$ cat src/rtl/spi_cfg_pkg.sv
package spi_cfg_pkg;

  localparam int FRAME_BYTES = 16;
  localparam int FRAME_SHIFT = $clog2(FRAME_BYTES);
  localparam int IDX_W       = $clog2(FRAME_BYTES + 2);

  localparam logic [7:0] OP_ENABLE  = 8'h0B;
  localparam logic [7:0] OP_DISABLE = 8'h0C;
  localparam logic [7:0] OP_RDDATA  = 8'h01;
  localparam logic [7:0] OP_PROGSEL = 8'hAE;
  localparam logic [7:0] OP_PROGARG = 8'h01;
  localparam logic [7:0] OP_FRAME   = 8'hEE;
  localparam logic [7:0] OP_RELEASE = 8'h23;

  localparam logic [2:0] ERR_NONE    = 3'd0;
  localparam logic [2:0] ERR_PARTIAL = 3'd1;
  localparam logic [2:0] ERR_LENGTH  = 3'd2;
  localparam logic [2:0] ERR_READBK  = 3'd3;
  localparam logic [2:0] ERR_POLL    = 3'd4;

  typedef enum logic [2:0] {
    ST_EN, ST_RD, ST_PROG, ST_FRAME, ST_DIS, ST_REL
  } step_e;

  typedef struct packed {
    logic       csLow;
    logic       csHigh;
    logic       sendByte;
    logic       useStream;
    logic [7:0] txByte;
    logic       loadLen;
    logic       decFrame;
    logic       startDelay;
  } ctrl_s;

  typedef struct packed {
    logic             engBusy;
    logic [IDX_W-1:0] byteIdx;
    logic             gapDone;
    logic             delayDone;
    logic             framesZero;
    logic             lenBad;
    logic             rxNonZero;
  } stat_s;

endpackage

$ cat src/rtl/spi_byte_eng.sv
module spi_byte_eng #(
  parameter int SCLK_HALF = 2
) (
  input  logic       clk,
  input  logic       rstN,
  input  logic       start,
  input  logic [7:0] txByte,
  input  logic       miso,
  output logic       sclk,
  output logic       mosi,
  output logic       busy,
  output logic       byteDone,
  output logic [7:0] rxByte
);
  localparam int DW = $clog2(SCLK_HALF) + 1;

  logic          active;
  logic          half;
  logic [2:0]    bitCnt;
  logic [DW-1:0] divCnt;
  logic [7:0]    shTx;
  logic [7:0]    shRx;

  always_ff @(posedge clk) begin
    if (!rstN) begin
      active   <= 1'b0;
      half     <= 1'b0;
      bitCnt   <= '0;
      divCnt   <= '0;
      shTx     <= '0;
      shRx     <= '0;
      sclk     <= 1'b0;
      byteDone <= 1'b0;
    end else begin
      byteDone <= 1'b0;
      if (start && !active) begin
        active <= 1'b1;
        half   <= 1'b0;
        bitCnt <= '0;
        divCnt <= '0;
        shTx   <= txByte;
        sclk   <= 1'b0;
      end else if (active) begin
        if (divCnt == DW'(SCLK_HALF - 1)) begin
          divCnt <= '0;
          if (!half) begin
            // rising edge: sample target data
            sclk <= 1'b1;
            half <= 1'b1;
            shRx <= {shRx[6:0], miso};
          end else begin
            // falling edge: present next bit
            sclk <= 1'b0;
            half <= 1'b0;
            shTx <= {shTx[6:0], 1'b0};
            if (bitCnt == 3'd7) begin
              active   <= 1'b0;
              byteDone <= 1'b1;
            end else begin
              bitCnt <= bitCnt + 3'd1;
            end
          end
        end else begin
          divCnt <= divCnt + DW'(1);
        end
      end
    end
  end

  assign mosi   = shTx[7];
  assign rxByte = shRx;
  // busy covers the cycle in which the received byte is handed over
  assign busy   = active | byteDone;

endmodule

$ cat src/rtl/spi_cfg_datapath.sv
module spi_cfg_datapath
  import spi_cfg_pkg::*;
#(
  parameter int LEN_W     = 24,
  parameter int SCLK_HALF = 2,
  parameter int DLY_CYC   = 125000
) (
  input  logic             clk,
  input  logic             rstN,
  input  ctrl_s            ctl,
  input  logic [LEN_W-1:0] imageLen,
  input  logic [7:0]       inData,
  input  logic             spiMiso,
  output stat_s            st,
  output logic             spiSclk,
  output logic             spiCsN,
  output logic             spiMosi
);
  localparam int GAP_CYC = 2 * SCLK_HALF;
  localparam int GAP_W   = $clog2(GAP_CYC + 1);
  localparam int DLY_W   = $clog2(DLY_CYC + 1);

  logic [IDX_W-1:0] byteIdx;
  logic [GAP_W-1:0] gapCnt;
  logic [DLY_W-1:0] dlyCnt;
  logic [LEN_W-1:0] framesLeft;
  logic [31:0]      rxWord;
  logic [7:0]       txSel;
  logic [7:0]       rxByte;
  logic             engBusy;
  logic             byteDone;

  assign txSel = ctl.useStream ? inData : ctl.txByte;

  spi_byte_eng #(.SCLK_HALF(SCLK_HALF)) u_eng (
    .clk     (clk),
    .rstN    (rstN),
    .start   (ctl.sendByte),
    .txByte  (txSel),
    .miso    (spiMiso),
    .sclk    (spiSclk),
    .mosi    (spiMosi),
    .busy    (engBusy),
    .byteDone(byteDone),
    .rxByte  (rxByte)
  );

  always_ff @(posedge clk) begin
    if (!rstN) begin
      spiCsN     <= 1'b1;
      byteIdx    <= '0;
      gapCnt     <= '0;
      dlyCnt     <= '0;
      framesLeft <= '0;
      rxWord     <= '0;
    end else begin
      if (ctl.csLow) begin
        spiCsN  <= 1'b0;
        byteIdx <= '0;
      end else if (ctl.sendByte) begin
        byteIdx <= byteIdx + IDX_W'(1);
      end

      if (ctl.csHigh) begin
        spiCsN <= 1'b1;
        gapCnt <= GAP_W'(GAP_CYC);
      end else if (gapCnt != '0) begin
        gapCnt <= gapCnt - GAP_W'(1);
      end

      if (ctl.startDelay) begin
        dlyCnt <= DLY_W'(DLY_CYC);
      end else if (dlyCnt != '0) begin
        dlyCnt <= dlyCnt - DLY_W'(1);
      end

      if (ctl.loadLen) begin
        framesLeft <= imageLen >> FRAME_SHIFT;
      end else if (ctl.decFrame && framesLeft != '0) begin
        framesLeft <= framesLeft - LEN_W'(1);
      end

      if (byteDone) begin
        rxWord <= {rxWord[23:0], rxByte};
      end
    end
  end

  always_comb begin
    st.engBusy    = engBusy;
    st.byteIdx    = byteIdx;
    st.gapDone    = (gapCnt == '0);
    st.delayDone  = (dlyCnt == '0);
    st.framesZero = (framesLeft == '0);
    st.lenBad     = ((imageLen & LEN_W'(FRAME_BYTES - 1)) != '0);
    st.rxNonZero  = (rxWord != '0);
  end

endmodule

$ cat src/rtl/spi_cfg_ctrl.sv
module spi_cfg_ctrl
  import spi_cfg_pkg::*;
(
  input  logic       clk,
  input  logic       rstN,
  input  logic       startReq,
  input  logic       partialReq,
  input  logic       inValid,
  input  logic       pollAck,
  input  logic       pollErr,
  input  stat_s      st,
  output ctrl_s      ctl,
  output logic       inReady,
  output logic       pollReq,
  output logic       pollNeedReady,
  output logic       progMode,
  output logic       busy,
  output logic       done,
  output logic [2:0] errCode
);
  typedef enum logic [2:0] {
    PH_IDLE, PH_POLL, PH_XFER, PH_GAP, PH_DELAY
  } phase_e;

  phase_e phase;
  step_e  step;

  function automatic logic [IDX_W-1:0] stepLen(step_e s);
    case (s)
      ST_RD:    return IDX_W'(5);
      ST_PROG:  return IDX_W'(2);
      ST_FRAME: return IDX_W'(FRAME_BYTES + 1);
      default:  return IDX_W'(1);
    endcase
  endfunction

  function automatic logic [7:0] stepByte(step_e s, logic [IDX_W-1:0] idx);
    case (s)
      ST_EN:    return OP_ENABLE;
      ST_RD:    return (idx == '0) ? OP_RDDATA : 8'h00;
      ST_PROG:  return (idx == '0) ? OP_PROGSEL : OP_PROGARG;
      ST_FRAME: return OP_FRAME;
      ST_DIS:   return OP_DISABLE;
      default:  return OP_RELEASE;
    endcase
  endfunction

  logic xferEnd;
  assign xferEnd = (phase == PH_XFER) && !st.engBusy && (st.byteIdx == stepLen(step));

  always_comb begin
    ctl     = '0;
    inReady = 1'b0;
    case (phase)
      PH_IDLE: ctl.loadLen = startReq && !partialReq && !st.lenBad;
      PH_POLL: ctl.csLow = pollAck && !pollErr;
      PH_XFER: begin
        if (xferEnd) begin
          ctl.csHigh   = 1'b1;
          ctl.decFrame = (step == ST_FRAME);
        end else if (!st.engBusy) begin
          if (step == ST_FRAME && st.byteIdx != '0) begin
            inReady       = 1'b1;
            ctl.useStream = 1'b1;
            ctl.sendByte  = inValid;
          end else begin
            ctl.sendByte = 1'b1;
            ctl.txByte   = stepByte(step, st.byteIdx);
          end
        end
      end
      PH_GAP:  ctl.startDelay = st.gapDone && (step == ST_DIS);
      default: ;
    endcase
  end

  always_ff @(posedge clk) begin
    if (!rstN) begin
      phase    <= PH_IDLE;
      step     <= ST_EN;
      progMode <= 1'b0;
      errCode  <= ERR_NONE;
      done     <= 1'b0;
    end else begin
      done <= 1'b0;
      case (phase)
        PH_IDLE: if (startReq) begin
          if (partialReq)    errCode <= ERR_PARTIAL;
          else if (st.lenBad) errCode <= ERR_LENGTH;
          else begin
            errCode <= ERR_NONE;
            step    <= ST_EN;
            phase   <= PH_POLL;
          end
        end
        PH_POLL: if (pollAck) begin
          if (pollErr) begin
            errCode <= ERR_POLL;
            phase   <= PH_IDLE;
          end else begin
            phase <= PH_XFER;
          end
        end
        PH_XFER: if (xferEnd) begin
          phase <= PH_GAP;
          case (step)
            ST_RD: if (st.rxNonZero) begin
              errCode <= ERR_READBK;
              phase   <= PH_IDLE;
            end
            ST_PROG: progMode <= 1'b1;
            ST_REL:  progMode <= 1'b0;
            default: ;
          endcase
        end
        PH_GAP: if (st.gapDone) begin
          case (step)
            ST_EN:   begin step <= ST_RD; phase <= PH_POLL; end
            ST_RD:   begin step <= ST_PROG; phase <= PH_POLL; end
            ST_PROG, ST_FRAME: begin
              step  <= st.framesZero ? ST_DIS : ST_FRAME;
              phase <= PH_POLL;
            end
            ST_DIS:  phase <= PH_DELAY;
            default: begin done <= 1'b1; phase <= PH_IDLE; end
          endcase
        end
        PH_DELAY: if (st.delayDone) begin
          step  <= ST_REL;
          phase <= PH_POLL;
        end
        default: phase <= PH_IDLE;
      endcase
    end
  end

  assign pollReq       = (phase == PH_POLL);
  assign pollNeedReady = (phase == PH_POLL) && (step == ST_RD);
  assign busy          = (phase != PH_IDLE);

endmodule

$ cat src/rtl/spi_cfg_sequencer.sv
module spi_cfg_sequencer
  import spi_cfg_pkg::*;
#(
  parameter int LEN_W     = 24,
  parameter int SCLK_HALF = 2,
  parameter int CLK_HZ    = 125000000,
  parameter int DELAY_US  = 1000
) (
  input  logic             clk,
  input  logic             rstN,
  input  logic             startReq,
  input  logic             partialReq,
  input  logic [LEN_W-1:0] imageLen,
  input  logic [7:0]       inData,
  input  logic             inValid,
  output logic             inReady,
  output logic             pollReq,
  output logic             pollNeedReady,
  input  logic             pollAck,
  input  logic             pollErr,
  output logic             spiSclk,
  output logic             spiCsN,
  output logic             spiMosi,
  input  logic             spiMiso,
  output logic             progMode,
  output logic             busy,
  output logic             done,
  output logic [2:0]       errCode
);
  localparam int DLY_CYC = (CLK_HZ / 1000000) * DELAY_US;

  ctrl_s ctl;
  stat_s st;

  spi_cfg_ctrl u_ctrl (
    .clk          (clk),
    .rstN         (rstN),
    .startReq     (startReq),
    .partialReq   (partialReq),
    .inValid      (inValid),
    .pollAck      (pollAck),
    .pollErr      (pollErr),
    .st           (st),
    .ctl          (ctl),
    .inReady      (inReady),
    .pollReq      (pollReq),
    .pollNeedReady(pollNeedReady),
    .progMode     (progMode),
    .busy         (busy),
    .done         (done),
    .errCode      (errCode)
  );

  spi_cfg_datapath #(
    .LEN_W    (LEN_W),
    .SCLK_HALF(SCLK_HALF),
    .DLY_CYC  (DLY_CYC)
  ) u_dp (
    .clk     (clk),
    .rstN    (rstN),
    .ctl     (ctl),
    .imageLen(imageLen),
    .inData  (inData),
    .spiMiso (spiMiso),
    .st      (st),
    .spiSclk (spiSclk),
    .spiCsN  (spiCsN),
    .spiMosi (spiMosi)
  );

endmodule

$ cat config.mk
export PLATFORM = sky130hd
export DESIGN_NAME = spi_cfg_sequencer
export DESIGN_NICKNAME = d
export VERILOG_FILES = /design/src/rtl/spi_cfg_pkg.sv /design/src/rtl/spi_byte_eng.sv /design/src/rtl/spi_cfg_datapath.sv /design/src/rtl/spi_cfg_ctrl.sv /design/src/rtl/spi_cfg_sequencer.sv
export SDC_FILE = /design/constraint.sdc
export NUM_CORES = 1
export LEC_CHECK = 0
export CORE_UTILIZATION = 55
export DETAILED_ROUTE_END_ITERATION = 8
export HOLD_SLACK_MARGIN = 0.03
export PLACE_DENSITY = 0.82
export SYNTH_ARGS = -nofsm -noshare
export SYNTH_HDL_FRONTEND = slang
export SYNTH_SLANG_ARGS = --single-unit
$ cat constraint.sdc
create_clock -name clk -period 2.8 [get_ports clk]
set_clock_uncertainty 0.2 [all_clocks]
set_input_delay 0.56 -clock clk [delete_from_list [all_inputs] [get_ports clk]]
set_output_delay 0.56 -clock clk [all_outputs]
set_load 0.01 [all_outputs]
==> results of run 1 <==
==> power by group <==
group          leakage (µW)  switching (µW)  internal (µW)
combinational       0.00136             600            468
clock              0.000304             767           1450
sequential         0.000948             138           1820
total               0.00261            1500           3730
==> cell families after synthesis <==
| logic type | Yosys count |
|---|---|
| fa+ha+maj | 8 |
| buf+inv | 51 |
| mux | 39 |
| flops | 117 |
| simple gates | 307 |
| xor+xnor | 40 |
| compound gates | 112 |
==> worst max-delay path, stage by stage, from the launching register on <==
cell     delay, ns
dfxtp_2       0.34
nor2b_1       0.15
or3_4         0.35
a221o_1       0.34
nand2_1       0.11
nor3_2        0.04
buf_2         0.15
==> placed cells by master, fill, tap and decap left out, types with 3 or more instances in the layout <==
master,instances
buf_12,4
dfxtp_1,113
a211oi_1,5
a311oi_1,3
nor3_1,15
clkdlybuf4s50_1,48
ha_1,8
o31ai_1,5
nand2_1,88
o21bai_1,3
nor2b_1,3
clkbuf_8,5
and3b_1,5
bufinv_16,3
inv_1,14
nor4_1,19
and3_1,4
xnor2_1,10
nor3_2,3
nor2_1,91
nand2b_1,6
o21ai_0,31
or4_1,3
nand4_1,6
buf_4,25
or3_1,10
a21oi_1,40
o21ai_1,6
nor3b_1,6
mux2i_1,37
clkinv_4,3
nand3_1,31
clkinv_2,3
clkbuf_16,16
dfxtp_2,4
xor2_1,30
==> layout make-up <==
type                    instances  area share
multi-input cells             506       0.435
inverters                      15     0.00804
clock inverters                11      0.0211
repair buffers                 80       0.110
clock buffers                  21      0.0670
flip-flops and latches        117       0.335
well taps                     133      0.0238
==> flip-flops by register name (all words and copies together) (netlist names) <==
| register | cells |
|---|---|
| u_dp.gapCnt | 3 |
| u_dp.u_eng.sclk | 1 |
| u_ctrl.done | 1 |
| u_dp.spiCsN | 1 |
| u_dp.u_eng.byteDone | 1 |
| u_ctrl.progMode | 1 |
| u_dp.u_eng.divCnt | 2 |
| u_dp.u_eng.active | 1 |
| u_ctrl.phase | 3 |
| u_dp.framesLeft | 24 |
| u_dp.u_eng.bitCnt | 3 |
| u_ctrl.errCode | 3 |
| u_dp.byteIdx | 5 |
| u_dp.u_eng.rxByte | 8 |
| u_ctrl.step | 3 |
| u_dp.dlyCnt | 17 |
| u_dp.u_eng.shTx | 8 |
| u_dp.rxWord | 32 |
==> per-stage QoR <==
stage               hold slack [ns]  setup TNS [ns]   util  power, µW
floorplan                     0.236               0      -       2730
global placement              0.246               0  0.649       2960
detailed placement            0.254               0  0.649       3010
CTS                           0.262         -0.0784  0.716       5260
global route                  0.284         -0.0176  0.716       5480
finish                        0.267               0  0.716       5240
==> how the worst max path moves through the flow <==
stage / end / depth (start not counted) / slack (ns) / from
2_1_floorplan: inReady / 6 / 0.29 / u_ctrl.step[1]$_SDFFE_PN0P_
3_5_place_dp: inReady / 6 / 0.02 / u_ctrl.step[1]$_SDFFE_PN0P_
4_1_cts: inReady / 6 / -0.08 / u_dp.byteIdx[2]$_SDFFE_PP0P_
6_report: inReady / 6 / 0.04 / u_ctrl.step[0]$_SDFFE_PN0P_
5_1_grt: inReady / 6 / -0.02 / u_ctrl.step[0]$_SDFFE_PN0P_
3_3_place_gp: inReady / 6 / 0.11 / u_ctrl.step[1]$_SDFFE_PN0P_
==> routing by layer <==
layer | up-vias | track usage
li1 | 2489 | -
met1 | 2370 | 0.312
met2 | 197 | 0.463
met3 | 49 | 0.0718
met4 | 0 | 0.147
met5 | - | 0
==> repair_timing <==
action,CTS,global route
hold buffers,0,0
resized for setup,13,5
endpoints found under the setup margin,3,2
pin swaps,2,3
buffers inserted,1,0
hold endpoints to repair,0,0
==> results.sh, run 1 <==
export IMPL_core_area_um2=9770
export IMPL_wl_per_cell_um=15.5
export IMPL_clock_fmax_mhz=362
export IMPL_maxSlewHeadroom=0.436
export IMPL_criticalPathCategory="flop to output port"
export IMPL_final_area_um2=7000
export IMPL_wl_met1_um=5680
export IMPL_synth_cells=674
export IMPL_required_ns=2.04
export IMPL_syn_to_final_growth_pct=26.2
export IMPL_r2r_slack_ns=0.12
export IMPL_die_w_um=102
export IMPL_synth_top_area_frac=0.422
export IMPL_dieArea_um2=10500
export IMPL_cts_tree="done"
export IMPL_cp_end_kind="output port"
export IMPL_groute_usage_overall=0.272
export IMPL_synth_nets=722
export IMPL_maxCapViolations=0
export IMPL_async_flop_share=0
export IMPL_yosysMostFrequentCell="dfxtp_1"
export IMPL_routed_wl_met3_um=735
export IMPL_place_ws_ns=0.0177
export IMPL_synthXorXnorAreaFrac=0.0631
export IMPL_place_gp_congestion=0.846
export IMPL_min_path_cells=2
export IMPL_top_layer="met4"
export IMPL_synth_flop_cell="dfxtp_1"
export IMPL_cts_root_buf="clkbuf_8"
export IMPL_ff_latch_area_um2=2350
export IMPL_vias=5105
export IMPL_dp_cells=850
export IMPL_maxSlewViolCount=0
export IMPL_num_rows=36
export IMPL_setup_viol=0
export IMPL_grt_max_degree=51
export IMPL_synth_area_leaders="dfxtp_1, mux2i_1, nor2_1, nand2_1, xor2_1"
export IMPL_synth_yosys_seq_area_share=0.422
export IMPL_yosys_top_cells_count="dfxtp_1, nor2_1, nand2_1"
export IMPL_antenna_found_initial=0
export IMPL_dp_hpwl_um=9250
export IMPL_p_per_area_nw_per_um2=748
export IMPL_cts_made_buffers=17
export IMPL_synth_top_family_by_area="simple AND/OR/NAND/NOR gates"
export IMPL_ff2ff_path_depth=8
export IMPL_path_max_fanout=5
export IMPL_hold_path_end="u_dp.u_eng.rxByte[7]$_SDFFE_PN0P_"
export IMPL_hp_class="flop to flop"
export IMPL_synth_compound_gate_area_share=0.125
export IMPL_crit_arrival_ns=2.00
export IMPL_final_hold_viol_count=0
export IMPL_synthesis_area_um2=5550
export IMPL_wl_met2_um=6820
export IMPL_muxShareOfSynthArea=0.0708
export IMPL_clk_latency_ns=0.52
export IMPL_routed_wl_um=13700
export IMPL_avgSynthCellArea_um2=8.23
export IMPL_rsz0062_at_grt="yes"
export IMPL_final_layout_size_suffix_gt1_frac=0.107
export IMPL_drc=0
export IMPL_grt_pass1_vias=4894
export IMPL_grt_overflow=0
export IMPL_ant_nets=0
export IMPL_n_antenna_cell=0
export IMPL_placed_cell_area_um2=6340
export IMPL_worst_slew_pin_slew_ns=0.840
export IMPL_fin_ws_ns=0.0370
export IMPL_port_buffers=51
export IMPL_h_tree_depth=4
export IMPL_status="complete, no violations"
export IMPL_start_kind="flop"
export IMPL_initial_core_util=0.568
export IMPL_boundaryPins=52
export IMPL_synth_top_cell_by_area="dfxtp_1"
export IMPL_path_clk_slew_ns=0.06
export IMPL_clock_sinks=117
export IMPL_fillCellCount=703
export IMPL_yosysWarnings=0
export IMPL_final_cells=883
export IMPL_grt_pass1_wl_um=22100
export IMPL_yosys_area_share_simple=0.265
export IMPL_synth_edff_count=0
export IMPL_yosys_area_share_adder=0.0180
export IMPL_vdd_drop_max_mv=0.545
export IMPL_clock_path_buffers=2
export IMPL_viasPerCell=5.78
export IMPL_multi_input_comb_area_um2=3040
export IMPL_synth_seq_cells=117
export IMPL_nets=785
export IMPL_drtIter0Drc=213
export IMPL_power_leakage_uw=0.00261
export IMPL_first_pass_iters=6
export IMPL_die_h_um=102
export IMPL_worstReg2RegEnd="u_dp.framesLeft[8]$_SDFFE_PN0P_"
export IMPL_hp_start="u_dp.u_eng.rxByte[7]$_SDFFE_PN0P_"
export IMPL_min_period_over_period=0.987
export IMPL_ys_types=56
export IMPL_timing_rr_start="u_dp.framesLeft[0]$_SDFFE_PN0P_"
export IMPL_period_minus_slack_ns=2.76
Power figures use the tool's default switching activity.
==> inputs of run 2 (changes only) <==
--- a/config.mk
+++ b/config.mk
@@ -5,10 +5,11 @@
 export SDC_FILE = /design/constraint.sdc
 export NUM_CORES = 1
 export LEC_CHECK = 0
-export CORE_UTILIZATION = 55
+export CORE_UTILIZATION = 30
 export DETAILED_ROUTE_END_ITERATION = 8
+export GPL_ROUTABILITY_DRIVEN = 0
 export HOLD_SLACK_MARGIN = 0.03
-export PLACE_DENSITY = 0.82
+export PLACE_DENSITY = 0.52
 export SYNTH_ARGS = -nofsm -noshare
 export SYNTH_HDL_FRONTEND = slang
 export SYNTH_SLANG_ARGS = --single-unit
==> results.sh, run 2 (same netlist as run 1, synthesis figures left out) <==
export IMPL_grt_overflow=0
export IMPL_n_antenna_cell=0
export IMPL_drc=0
export IMPL_dp_hpwl_um=10200
export IMPL_utilization=0.399
export IMPL_largest_reg_flops=32
export IMPL_setup_viol=0
export IMPL_crit_arrival_ns=1.96
export IMPL_groute_usage_overall=0.160
export IMPL_hold_path_end="u_dp.u_eng.rxByte[6]$_SDFFE_PN0P_"
export IMPL_antenna_found_initial=0
export IMPL_criticalPathCategory="flop to output port"
export IMPL_cp_num_buf_inv=4
export IMPL_period_minus_slack_ns=2.72
export IMPL_status="complete, no violations"
export IMPL_syn_to_final_growth_pct=29.5
export IMPL_nets=795
export IMPL_start_kind="flop"
export IMPL_place_ws_ns=0.0224
export IMPL_dieArea_um2=19000
export IMPL_top_register="u_dp.rxWord"
export IMPL_cts_made_buffers=17
export IMPL_die_h_um=138
export IMPL_final_common_cell="dfxtp_1"
export IMPL_boundaryPins=52
export IMPL_core_area_um2=18000
export IMPL_min_period_over_period=0.970
export IMPL_grt_max_degree=51
export IMPL_worst_slew_pin_slew_ns=0.852
export IMPL_cp_end_kind="output port"
export IMPL_ant_nets=0
export IMPL_first_pass_iters=5
export IMPL_finalSetupTns_ns=0
export IMPL_cpMostUsedCell="buf_4"
export IMPL_final_cell_mix="dfxtp_1, nor2_1, nand2_1, clkdlybuf4s50_1, a21oi_1"
export IMPL_fillCellCount=1844
export IMPL_clock_sinks=117
export IMPL_ff2ff_path_depth=8
export IMPL_cts_hold_buf=0
export IMPL_crit_chain="buf_4 -> or3b_2 -> buf_4 -> inv_1 -> dlygate4sd2_1"
export IMPL_cts_root_buf="clkbuf_16"
export IMPL_final_area_um2=7190
export IMPL_grt_pass1_wl_um=23400
export IMPL_cp_slowest_cell="or3b_2"
export IMPL_timing_rr_start="u_ctrl.phase[0]$_SDFFE_PN0P_"
export IMPL_final_layout_size_suffix_gt1_frac=0.112
export IMPL_maxSlewViolCount=0
export IMPL_vias=4959
export IMPL_drtIter0Drc=265
export IMPL_multi_input_comb_area_um2=3040
export IMPL_viasPerCell=5.02
export IMPL_routed_wl_met3_um=594
export IMPL_num_rows=49
export IMPL_min_path_cells=2
export IMPL_required_ns=2.04
export IMPL_wl_per_cell_um=14.5
export IMPL_top_layer="met4"
export IMPL_path_max_fanout=10
export IMPL_p_per_area_nw_per_um2=751
export IMPL_fin_ws_ns=0.0832
export IMPL_worstReg2RegEnd="u_dp.framesLeft[14]$_SDFFE_PN0P_"
export IMPL_maxSlewHeadroom=0.428
export IMPL_clock_path_buffers=2
export IMPL_top_regs="u_dp.rxWord: 32 flops, u_dp.framesLeft: 24 flops, u_dp.dlyCnt: 17 flops"
export IMPL_clock_fmax_mhz=368
export IMPL_maxCapViolations=0
export IMPL_clk_latency_ns=0.42
export IMPL_die_w_um=138
export IMPL_routed_wl_um=14300
export IMPL_hp_class="flop to flop"
export IMPL_grt_pass1_vias=4848
export IMPL_r2r_slack_ns=0.23
export IMPL_wl_met1_um=6480
export IMPL_hp_start="u_dp.u_eng.rxByte[5]$_SDFFE_PN0P_"
export IMPL_cts_tree="done"
export IMPL_power_uw=5400
export IMPL_initial_core_util=0.308
export IMPL_h_tree_depth=4
export IMPL_port_buffers=51
export IMPL_power_leakage_uw=0.00265
export IMPL_placed_cell_area_um2=6520
export IMPL_slowest_delay_ns=0.51
export IMPL_final_hold_viol_count=0
export IMPL_rsz0062_at_grt="no"
export IMPL_critPathTopFamily="buffers and inverters"
export IMPL_path_clk_slew_ns=0.06
export IMPL_ff_latch_area_um2=2350
export IMPL_wl_met2_um=7010
export IMPL_vdd_drop_max_mv=0.453
export IMPL_crit_cells=5
-- run 2: changes by cell type in the layout (fill, tap and decap cells not counted), sizes merged --
cell	before	now
clkbuf	21	20
buf	30	40
clkinv	6	4
bufinv	3	5
-- run 2: per-layer routing --
metal,track usage,vias to the layer above
li1,-,2507
met1,0.189,2356
met2,0.273,83
met3,0.0431,13
met4,0.0622,0
met5,0,-
-- run 2: tightest hold or removal path: stages, from the launching register on --
cell and delay [ns]:
dfxtp_1 0.32, nand2_1 0.06, a21oi_1 0.05
-- run 2: worst max-delay path by stage --
| stage | from | to |
|---|---|---|
| 2_1_floorplan | u_ctrl.step[1]$_SDFFE_PN0P_ | inReady |
| 3_3_place_gp | u_ctrl.step[1]$_SDFFE_PN0P_ | inReady |
| 3_5_place_dp | u_ctrl.step[1]$_SDFFE_PN0P_ | inReady |
| 4_1_cts | u_ctrl.step[1]$_SDFFE_PN0P_ | inReady |
| 5_1_grt | u_ctrl.phase[1]$_SDFFE_PN0P_ | u_dp.framesLeft[6]$_SDFFE_PN0P_ |
| 6_report | u_ctrl.phase[1]$_SDFFE_PN0P_ | pollReq |
-- run 2: metrics by stage --
stage                     hold slack, ns  instances
after floorplan                    0.236        674
after global placement             0.246        956
after detailed placement           0.255        956
after CTS                          0.264        987
after global routing               0.290        988
final                              0.262        988
-- run 2: final cells by class --
| type | count | share of cell area |
|---|---|---|
| tap | 229 | 0.0399 |
| sequential | 117 | 0.327 |
| multi-input combinational | 506 | 0.422 |
| timing repair buffer | 90 | 0.114 |
| clock inverter | 11 | 0.0280 |
| inverter | 15 | 0.00783 |
| clock buffer | 20 | 0.0608 |
-- run 2: timing repair --
action | 4_1_cts | 5_1_grt
cloned | 0 | 0
setup buffers | 0 | 1
pin swaps | 2 | 1
resized for setup | 9 | 6
endpoints found under the setup margin | 3 | 3
-- run 2: report_power, final --
part | switching (µW) | internal [µW] | total, µW
sequential | 132 | 1810 | 1950
clock | 790 | 1580 | 2370
combinational | 610 | 472 | 1080
total | 1530 | 3870 | 5400
==> inputs of run 3 (changes only) <==
--- a/config.mk
+++ b/config.mk
@@ -5,6 +5,7 @@
 export SDC_FILE = /design/constraint.sdc
 export NUM_CORES = 1
 export LEC_CHECK = 0
+export CORE_MARGIN = 1
 export CORE_UTILIZATION = 30
 export DETAILED_ROUTE_END_ITERATION = 8
 export GPL_ROUTABILITY_DRIVEN = 0
@@ -13,3 +14,4 @@
 export SYNTH_ARGS = -nofsm -noshare
 export SYNTH_HDL_FRONTEND = slang
 export SYNTH_SLANG_ARGS = --single-unit
+export TNS_END_PERCENT = 100
==> results of run 3 <==
Same layout as run 2: the final DEF is identical, and so are final timing and power.
